$ cat src/rtl/dual_bsr_pkg.sv
// Package: instruction codes and sequence-generator taps shared by the
// dual-cell boundary register. Assumes widths 3..8 or 16 for the taps table.
package dual_bsr_pkg;

    typedef enum logic [2:0] {
        BI_FUNC    = 3'd0,
        BI_SAMPLE  = 3'd1,
        BI_FORCE   = 3'd2,
        BI_SIG     = 3'd3,
        BI_PATTERN = 3'd4,
        BI_SIGCNT  = 3'd5
    } bsr_instr_e;

    // Left-shifting feedback masks for maximal-length sequences.
    function automatic logic [31:0] seq_taps(input int w);
        case (w)
            3:       return 32'h5;
            4:       return 32'h9;
            5:       return 32'h9;
            6:       return 32'h21;
            7:       return 32'h41;
            8:       return 32'h71;
            16:      return 32'h6801;
            default: return 32'h0;
        endcase
    endfunction

    // True when the instruction hands the pins to the update latches.
    function automatic logic is_test(input bsr_instr_e i);
        return (i == BI_FORCE) || (i == BI_SIG) ||
               (i == BI_PATTERN) || (i == BI_SIGCNT);
    endfunction

endpackage

$ cat src/rtl/dual_bsr_side.sv
// Module: one bus side of the boundary register (W scan cells plus W update
// latches). OUT_SIDE selects the self-test behaviour: 0 = signature over the
// pin inputs, 1 = pattern generator / counter that also refreshes the
// latches. Assumes the strobes are mutually exclusive.
module dual_bsr_side
    import dual_bsr_pkg::*;
#(
    parameter int W        = 8,
    parameter bit OUT_SIDE = 1'b0
) (
    input  logic         clk,
    input  logic         rst_n,
    input  logic         ser_in,
    input  logic         shift_en,
    input  logic         capture_en,
    input  logic         update_en,
    input  logic         run_en,
    input  bsr_instr_e   instr,
    input  logic [W-1:0] pin_in,
    output logic [W-1:0] cells,
    output logic [W-1:0] upd
);

    localparam logic [31:0]  TAPS_ALL = seq_taps(W);
    localparam logic [W-1:0] TAPS     = TAPS_ALL[W-1:0];

    logic [W-1:0] stepped;
    logic [W-1:0] run_next;
    logic         run_mode;
    logic         latch_follow;

    // One step of the left-shifting sequence generator.
    always_comb begin
        stepped = {cells[W-2:0], 1'b0} ^ (cells[W-1] ? TAPS : '0);
    end

    generate
        if (OUT_SIDE) begin : g_out
            // Output side: pattern generation or binary count.
            always_comb begin
                run_mode     = (instr == BI_PATTERN) || (instr == BI_SIGCNT);
                latch_follow = run_mode;
                run_next     = (instr == BI_SIGCNT) ? cells + W'(1) : stepped;
            end
        end else begin : g_in
            // Input side: signature compression of the pin values.
            always_comb begin
                run_mode     = (instr == BI_SIG) || (instr == BI_SIGCNT);
                latch_follow = 1'b0;
                run_next     = stepped ^ pin_in;
            end
        end
    endgenerate

    // Scan cells: shift, capture, or advance in a self-test mode.
    always_ff @(posedge clk) begin
        if (!rst_n)                 cells <= '0;
        else if (shift_en)          cells <= {ser_in, cells[W-1:1]};
        else if (capture_en)        cells <= pin_in;
        else if (run_en && run_mode) cells <= run_next;
    end

    // Update latches: load on update, or track the generator while running.
    always_ff @(posedge clk) begin
        if (!rst_n)                      upd <= '0;
        else if (update_en)              upd <= cells;
        else if (run_en && latch_follow) upd <= run_next;
    end

    assert_shift_moves_R1: assert property (@(posedge clk) disable iff (!rst_n)
        shift_en |=> (cells[W-1] == $past(ser_in)) &&
                     (cells[W-2:0] == $past(cells[W-1:1])));

    assert_capture_loads_R2: assert property (@(posedge clk) disable iff (!rst_n)
        (capture_en && !shift_en) |=> cells == $past(pin_in));

    assert_latch_holds_R3: assert property (@(posedge clk) disable iff (!rst_n)
        (!update_en && !(run_en && latch_follow)) |=> $stable(upd));

    assert_run_idle_R10: assert property (@(posedge clk) disable iff (!rst_n)
        (run_en && !run_mode && !shift_en && !capture_en) |=> $stable(cells));

    generate
        if (OUT_SIDE) begin : g_out_chk
            assert_count_wraps_R8: assert property (@(posedge clk) disable iff (!rst_n)
                (run_en && instr == BI_SIGCNT && !shift_en && !capture_en)
                |=> cells == $past(cells) + W'(1));

            assert_pattern_nonzero_R7: assert property (@(posedge clk) disable iff (!rst_n)
                (run_en && instr == BI_PATTERN && !shift_en && !capture_en && cells != '0)
                |=> cells != '0);
        end
    endgenerate

endmodule

$ cat src/rtl/dual_bsr_tdo.sv
// Module: serial output stage. Retimes the last chain cell onto the falling
// edge so the receiving device samples it half a cycle later.
module dual_bsr_tdo (
    input  logic clk,
    input  logic rst_n,
    input  logic ser_in,
    output logic tdo
);

    // Falling-edge retiming of the chain end.
    always_ff @(negedge clk) begin
        if (!rst_n) tdo <= 1'b0;
        else        tdo <= ser_in;
    end

    assert_tdo_follows_R1: assert property (@(negedge clk) disable iff (!rst_n)
        $past(rst_n) |-> tdo == $past(ser_in));

endmodule

$ cat src/rtl/dual_bsr_pinmux.sv
// Module: pin output selection. The functional core drives the pins unless a
// test instruction is active, in which case the update latches drive them.
module dual_bsr_pinmux #(
    parameter int W = 8
) (
    input  logic         drive_test,
    input  logic [W-1:0] a_func,
    input  logic [W-1:0] b_func,
    input  logic [W-1:0] a_upd,
    input  logic [W-1:0] b_upd,
    output logic [W-1:0] a_pin_out,
    output logic [W-1:0] b_pin_out
);

    // Choose the source of each bus.
    always_comb begin
        a_pin_out = drive_test ? a_upd : a_func;
        b_pin_out = drive_test ? b_upd : b_func;
    end

endmodule

$ cat src/rtl/dual_bsr.sv
// Module: dual-cell boundary register top. Chains the A side ahead of the
// B side between tdi and tdo and selects what the pins carry. Assumes an
// external controller issues one strobe per cycle and decodes the instruction.
module dual_bsr
    import dual_bsr_pkg::*;
#(
    parameter int W = 8
) (
    input  logic         tck,
    input  logic         rst_n,
    input  logic         tdi,
    output logic         tdo,
    input  logic         shift_en,
    input  logic         capture_en,
    input  logic         update_en,
    input  logic         run_en,
    input  logic [2:0]   instr,
    input  logic [W-1:0] a_pin_in,
    input  logic [W-1:0] b_pin_in,
    input  logic [W-1:0] a_func,
    input  logic [W-1:0] b_func,
    output logic [W-1:0] a_pin_out,
    output logic [W-1:0] b_pin_out
);

    bsr_instr_e   op;
    logic         in_test;
    logic [W-1:0] a_cells, b_cells, a_upd, b_upd;

    // Decode the instruction code and the pin ownership.
    always_comb begin
        op      = bsr_instr_e'(instr);
        in_test = is_test(op);
    end

    dual_bsr_side #(.W(W), .OUT_SIDE(1'b0)) u_side_a (
        .clk(tck), .rst_n(rst_n), .ser_in(tdi),
        .shift_en(shift_en), .capture_en(capture_en), .update_en(update_en),
        .run_en(run_en), .instr(op), .pin_in(a_pin_in),
        .cells(a_cells), .upd(a_upd)
    );

    dual_bsr_side #(.W(W), .OUT_SIDE(1'b1)) u_side_b (
        .clk(tck), .rst_n(rst_n), .ser_in(a_cells[0]),
        .shift_en(shift_en), .capture_en(capture_en), .update_en(update_en),
        .run_en(run_en), .instr(op), .pin_in(b_pin_in),
        .cells(b_cells), .upd(b_upd)
    );

    dual_bsr_tdo u_tdo (
        .clk(tck), .rst_n(rst_n), .ser_in(b_cells[0]), .tdo(tdo)
    );

    dual_bsr_pinmux #(.W(W)) u_pinmux (
        .drive_test(in_test), .a_func(a_func), .b_func(b_func),
        .a_upd(a_upd), .b_upd(b_upd),
        .a_pin_out(a_pin_out), .b_pin_out(b_pin_out)
    );

    assert_pins_quiet_R5: assert property (@(posedge tck) disable iff (!rst_n)
        ($past(rst_n) && in_test && $stable(instr) &&
         !$past(update_en) && !$past(run_en))
        |-> ($stable(a_pin_out) && $stable(b_pin_out)));

    assert_b_chain_R1: assert property (@(posedge tck) disable iff (!rst_n)
        shift_en |=> b_cells[W-1] == $past(a_cells[0]));

endmodule

$ cat config.mk
export PLATFORM = sky130hd
export DESIGN_NAME = dual_bsr
export DESIGN_NICKNAME = d
export VERILOG_FILES = /design/src/rtl/dual_bsr_pkg.sv /design/src/rtl/dual_bsr_side.sv /design/src/rtl/dual_bsr_tdo.sv /design/src/rtl/dual_bsr_pinmux.sv /design/src/rtl/dual_bsr.sv
export SDC_FILE = /design/constraint.sdc
export NUM_CORES = 1
export LEC_CHECK = 0
export CAP_MARGIN = 20
export CORE_MARGIN = 5
export CORE_UTILIZATION = 30
export DETAILED_ROUTE_END_ITERATION = 10
export GPL_ROUTABILITY_DRIVEN = 0
export GPL_TIMING_DRIVEN = 0
export HOLD_SLACK_MARGIN = 0.1
export SLEW_MARGIN = 20
export SYNTH_ARGS = -nofsm -noshare
export SYNTH_HDL_FRONTEND = slang
export SYNTH_SLANG_ARGS = --single-unit
$ cat constraint.sdc
create_clock -name tck -period 1.4 [get_ports tck]
set_input_delay 0.14 -clock tck [delete_from_list [all_inputs] [get_ports tck]]
set_output_delay 0.14 -clock tck [all_outputs]
set_load 0.03 [all_outputs]
# After elaboration in Yosys (flattened, before gate mapping)
# Index checks and enable logic that the tools add are counted.
# word_totals
out_inout_bits	17
register_bits	33
wordCells	35
inputBits	42
# classes
muxes	12
add_sub_neg	1
bitwise	3
n_eq_ne	4
reduce_logical	10
# ops
operator	n
8-bit 2-to-1 mux	10
8-bit XOR	3
7-bit 2-to-1 mux	2
8-bit by 1-bit adder with 8-bit output, second input constant	1
3-bit by 2-bit == test with 1-bit output, second input constant	2
3-bit == test, second input constant	2
3-bit nonzero test	2
1-bit logical OR	5
1-bit logical AND	2
2-bit nonzero test	1

# Logic depth before layout (Yosys ltp)
# depth
ltp_word	6
ltp_mapped	7
ltp_nobuf	6

# Cells and area by module
# Synthesis repeated with hierarchy kept, for this count alone.
# hier_totals
hier_cells	255
area_unflattened_um2	2240.9
# by_module_without_submodules
mod	area_each_um2	n_inst	cells_each	seq_area_each_um2
dual_bsr_side at u_side_b	1148.6	1	149	320.3
dual_bsr_side at u_side_a	804.5	1	84	320.3
dual_bsr_pinmux	249.0	1	18	0.0
dual_bsr_tdo	30.0	1	3	20.0
dual_bsr	8.8	1	1	0.0

==> flow_summary_export.csv <==
group,metric,value,unit
status,status,"finished with violations",
status,violations,"setup timing",
timing,worst_pin_slew,0.437,ns
yosys,avgSynthCellArea,7.99,um2
cts,clkTransAtPathRegs,0.08,ns
yosys,async_flop_share,0,
critical_path,path_buf_inv,1,
yosys,synthSimpleGateAreaFrac,0.199,
cells_and_area,n_antenna_cell,0,
cells_and_area,utilization,0.458,
hold_path,hold_path_class,"input pin to flop",
yosys,synth.cell_area,2160,um2
power,peakVddDrop,0.379,mV
yosys,syn_inst,271,
yosys,synthMuxAreaShare,0.129,
timing,fin_tns_setup,-0.214,ns
grt,grt_pass1_vias,2259,
cells_and_area,final_cell_area,3270,um2
cts,cts_root_buf,"clkbuf_8",
route,routedWlPerCell,15.7,um
power,pwr_density_cell,898,nW/um2
critical_path,cpPeakStageDelay,0.30,ns
place,pre_cts_ws,-1.31,ns
cells_and_area,layout-drive-gt1-share,0.289,
place,dp.cells,426,
hold_path,hold_depth,3,
cts,clockBufferDepth,2,
grt,grtUsageTotal,0.160,
cells_and_area,area_growth_syn_to_layout,50.9,%
cts,cts_tree,"built",
critical_path,path_class,"flop to output port",
route,drt_iter0_markers,115,
critical_path,reg2reg_from,"u_side_b.cells[0]$_SDFFE_PN0P_",
cells_and_area,fin_cells,445,
route,detail-route-antenna-nets,0,
route,drc,0,
yosys,ys_types,48,
die,start_util,0.303,
cts,clock_latency,0.34,ns
cts,cts_max_level,2,
yosys,synth-seq-cells,33,
hold_path,hold_end,"u_side_b.cells[3]$_SDFFE_PN0P_",
critical_path,ff2ff_setup_slack,0,ns
route,drt-vias-per-instance,5.09,
timing,rsz0062_at_grt,"true",
route,dr.pass1.iters,4,
timing,setup_violations,1,
die,rows,31,
hold_path,hp-start,"rst_n",
place,portBuffers,56,
critical_path,r2r_end,"u_side_b.cells[6]$_SDFFE_PN0P_",
critical_path,crit_path_end_kind,"output port",
yosys,ys_warn_count,0,
critical_path,path_cells,"buf_6",
critical_path,critPathSlowestCell,"dfxtp_2",
timing,post-route-worst-setup-slack,-0.214,ns
die,dieArea,9010,um2
yosys,synth_edf_count,0,
grt,grt_remaining_overflow,0,
cts,cts_hold_buf,0,
yosys,syn_nets,314,
cts,cts_buffers,5,
yosys,yosysSeqAreaShare,0.305,
cells_and_area,fin_nets,388,
yosys,synth_top_family_by_area,"compound AO/OA/AOI/OAI gates",
yosys,synth_compound_area_frac,0.247,
grt,grt_pass1_wl,11200,um
critical_path,cp_top_family,"flip-flops",
die,die_h,94.9,um
die,fp.dieW,94.9,um
timing,slew_viol_final,0,
power,leakage,1.28,nW
die,core_area,7140,um2
yosys,synth-main-ff-cell,"dfxtp_1",
route,vias,2263,
yosys,synthAdderAreaFrac,0.00578,
job,maxCapViolations,0,
timing,fin_skew,0.0536,ns
place,place_area,2860,um2
place,hpwl,4860,um
critical_path,worst_setup_path_start_kind,"flop",
die,boundaryPins,59,
grt,grt_max_degree,13,
timing,finalHoldViolations,0,
cts,cts.sinks,33,
critical_path,r2r_cells,5,
critical_path,worst_ep_required_time,1.26,ns
timing,relSlewSlack,0.708,
critical_path,worstPathArrival,1.47,ns
critical_path,path_max_fanout,1,
yosys,synth-xor-area-share,0.0561,
route,routed_wl,6990,um
grt,antenna_found_initial,0,
[per-stage QoR]
step | hold WS (ns) | total power, W
6_report | 0.220 | 0.00293
5_1_grt | 0.247 | 0.00308
3_3_place_gp | 0.488 | 0.00188
4_1_cts | 0.222 | 0.00285
3_5_place_dp | 0.498 | 0.00188
2_1_floorplan | 0.321 | 0.00156
[layout by cell type, fill, tap and decap left out, types with 2 or more instances in the layout]
master and n:
nor2_2 2, nor2_1 12, o21ai_1 2, a21boi_1 2
o31ai_1 3, dfxtp_1 28, clkbuf_4 4, dfxtp_4 3
nor4_2 3, a211oi_1 2, clkdlybuf4s50_1 35, a221oi_2 2
dlygate4sd2_1 2, xor2_1 4, mux2_2 4, nand2_1 35
o21a_1 2, buf_2 9, o21ai_0 18, nor3_1 3
clkbuf_1 2, buf_6 21, mux2_4 12, o211ai_1 10
o21ai_2 2, nand4_1 3, nand3_1 4, nand3b_1 2
dfxtp_2 2, mux2i_1 10, a21boi_0 3, clkbuf_8 6
and2_1 2, nor2b_1 15, xnor2_1 8, clkbuf_2 3
a21oi_1 21, inv_1 4, buf_4 12, o22ai_1 2
[sequential cells by signal (all words and copies together) (netlist names)]
register,flops
u_side_b.upd,8
u_side_a.cells,8
u_side_a.upd,8
u_tdo.tdo,1
u_side_b.cells,8
[worst max-delay path by stage]
| stage | from | end | slack [ns] | cells after the start |
|---|---|---|---|---|
| 4_1_cts | u_tdo.tdo$_SDFF_NN0_ | tdo | -0.22 | 1 |
| 3_3_place_gp | instr[1] | a_pin_out[0] | -1.30 | 5 |
| 6_report | u_tdo.tdo$_SDFF_NN0_ | tdo | -0.21 | 1 |
| 2_1_floorplan | rst_n | u_tdo.tdo$_SDFF_NN0_ | 0.004 | 3 |
| 3_5_place_dp | instr[1] | a_pin_out[0] | -1.31 | 5 |
| 5_1_grt | u_tdo.tdo$_SDFF_NN0_ | tdo | -0.24 | 1 |
[where the power goes]
part | switching [W] | internal, W | total [W]
clock | 0.000402 | 0.000536 | 0.000938
sequential | 0.0000607 | 0.00100 | 0.00106
combinational | 0.000458 | 0.000473 | 0.000932
total | 0.000921 | 0.00201 | 0.00293
[cell families after synthesis]
group | after synthesis
AND/OR/NAND/NOR | 88
AO/OA/AOI/OAI | 83
flip-flops | 33
buffers and inverters | 27
multiplexers | 26
XOR/XNOR | 13
adder cells (fa/ha/maj) | 1
[cells in the mapped netlist, types with 2 or more instances]
| cell | count | area (um2) |
|---|---|---|
| nand2_1 | 36 | 135 |
| dfxtp_1 | 33 | 661 |
| a21oi_1 | 21 | 105 |
| o21ai_0 | 19 | 95.1 |
| mux2_2 | 16 | 180 |
| nor2b_1 | 15 | 93.8 |
| nor2_1 | 14 | 52.6 |
| clkbuf_1 | 12 | 45.0 |
| mux2i_1 | 10 | 100 |
| o211ai_1 | 10 | 75.1 |
| xnor2_1 | 8 | 70.1 |
| buf_2 | 7 | 35.0 |
| inv_1 | 5 | 18.8 |
| nand3_1 | 4 | 20.0 |
| xor2_1 | 4 | 35.0 |
| a21boi_0 | 3 | 22.5 |
| a221oi_1 | 3 | 26.3 |
| and2_1 | 3 | 18.8 |
| nand4_1 | 3 | 18.8 |
| nor3_1 | 3 | 15.0 |
| nor4_1 | 3 | 18.8 |
| o21ai_1 | 3 | 15.0 |
| o22ai_1 | 3 | 18.8 |
| o31ai_1 | 3 | 22.5 |
| a211oi_1 | 2 | 15.0 |
| a21boi_1 | 2 | 15.0 |
| and3b_1 | 2 | 17.5 |
| nand3b_1 | 2 | 15.0 |
| o21a_1 | 2 | 15.0 |
| o221ai_1 | 2 | 17.5 |
[routing by layer]
| metal | track usage | share of wire | routed length (um) | vias up |
|---|---|---|---|---|
| met5 | 0 | 0 | 0 | - |
| met4 | 0.0577 | 0.014 | 99 | 0 |
| met3 | 0.0343 | 0.055 | 384 | 10 |
| met2 | 0.260 | 0.47 | 3260 | 66 |
| met1 | 0.208 | 0.46 | 3250 | 1064 |
| li1 | - | - | - | 1123 |
[repair_timing]
action	in CTS	in global routing
endpoints found under the setup margin	40	31
pin swaps	7	7
resized for setup	145	63
setup buffers	5	4
endpoints found under the hold margin	0	0
gates cloned	3	0
[layout make-up]
cell class / instances / area, um2
Fill cell: 735 / 3870
Inverter: 4 / 15.0
Multi-Input combinational cell: 211 / 1530
Buffer: 21 / 148
Clock inverter: 4 / 50.0
Tap cell: 99 / 124
Sequential cell: 33 / 674
Timing Repair Buffer: 68 / 658
Clock buffer: 5 / 68.8
[tightest hold or removal path, delay by kind of cell]
kind	cells	cell delay, ns
AO/OA/AOI/OAI	2	0.14
buffers and inverters	1	0.18
(Power assumes the default switching activity.)
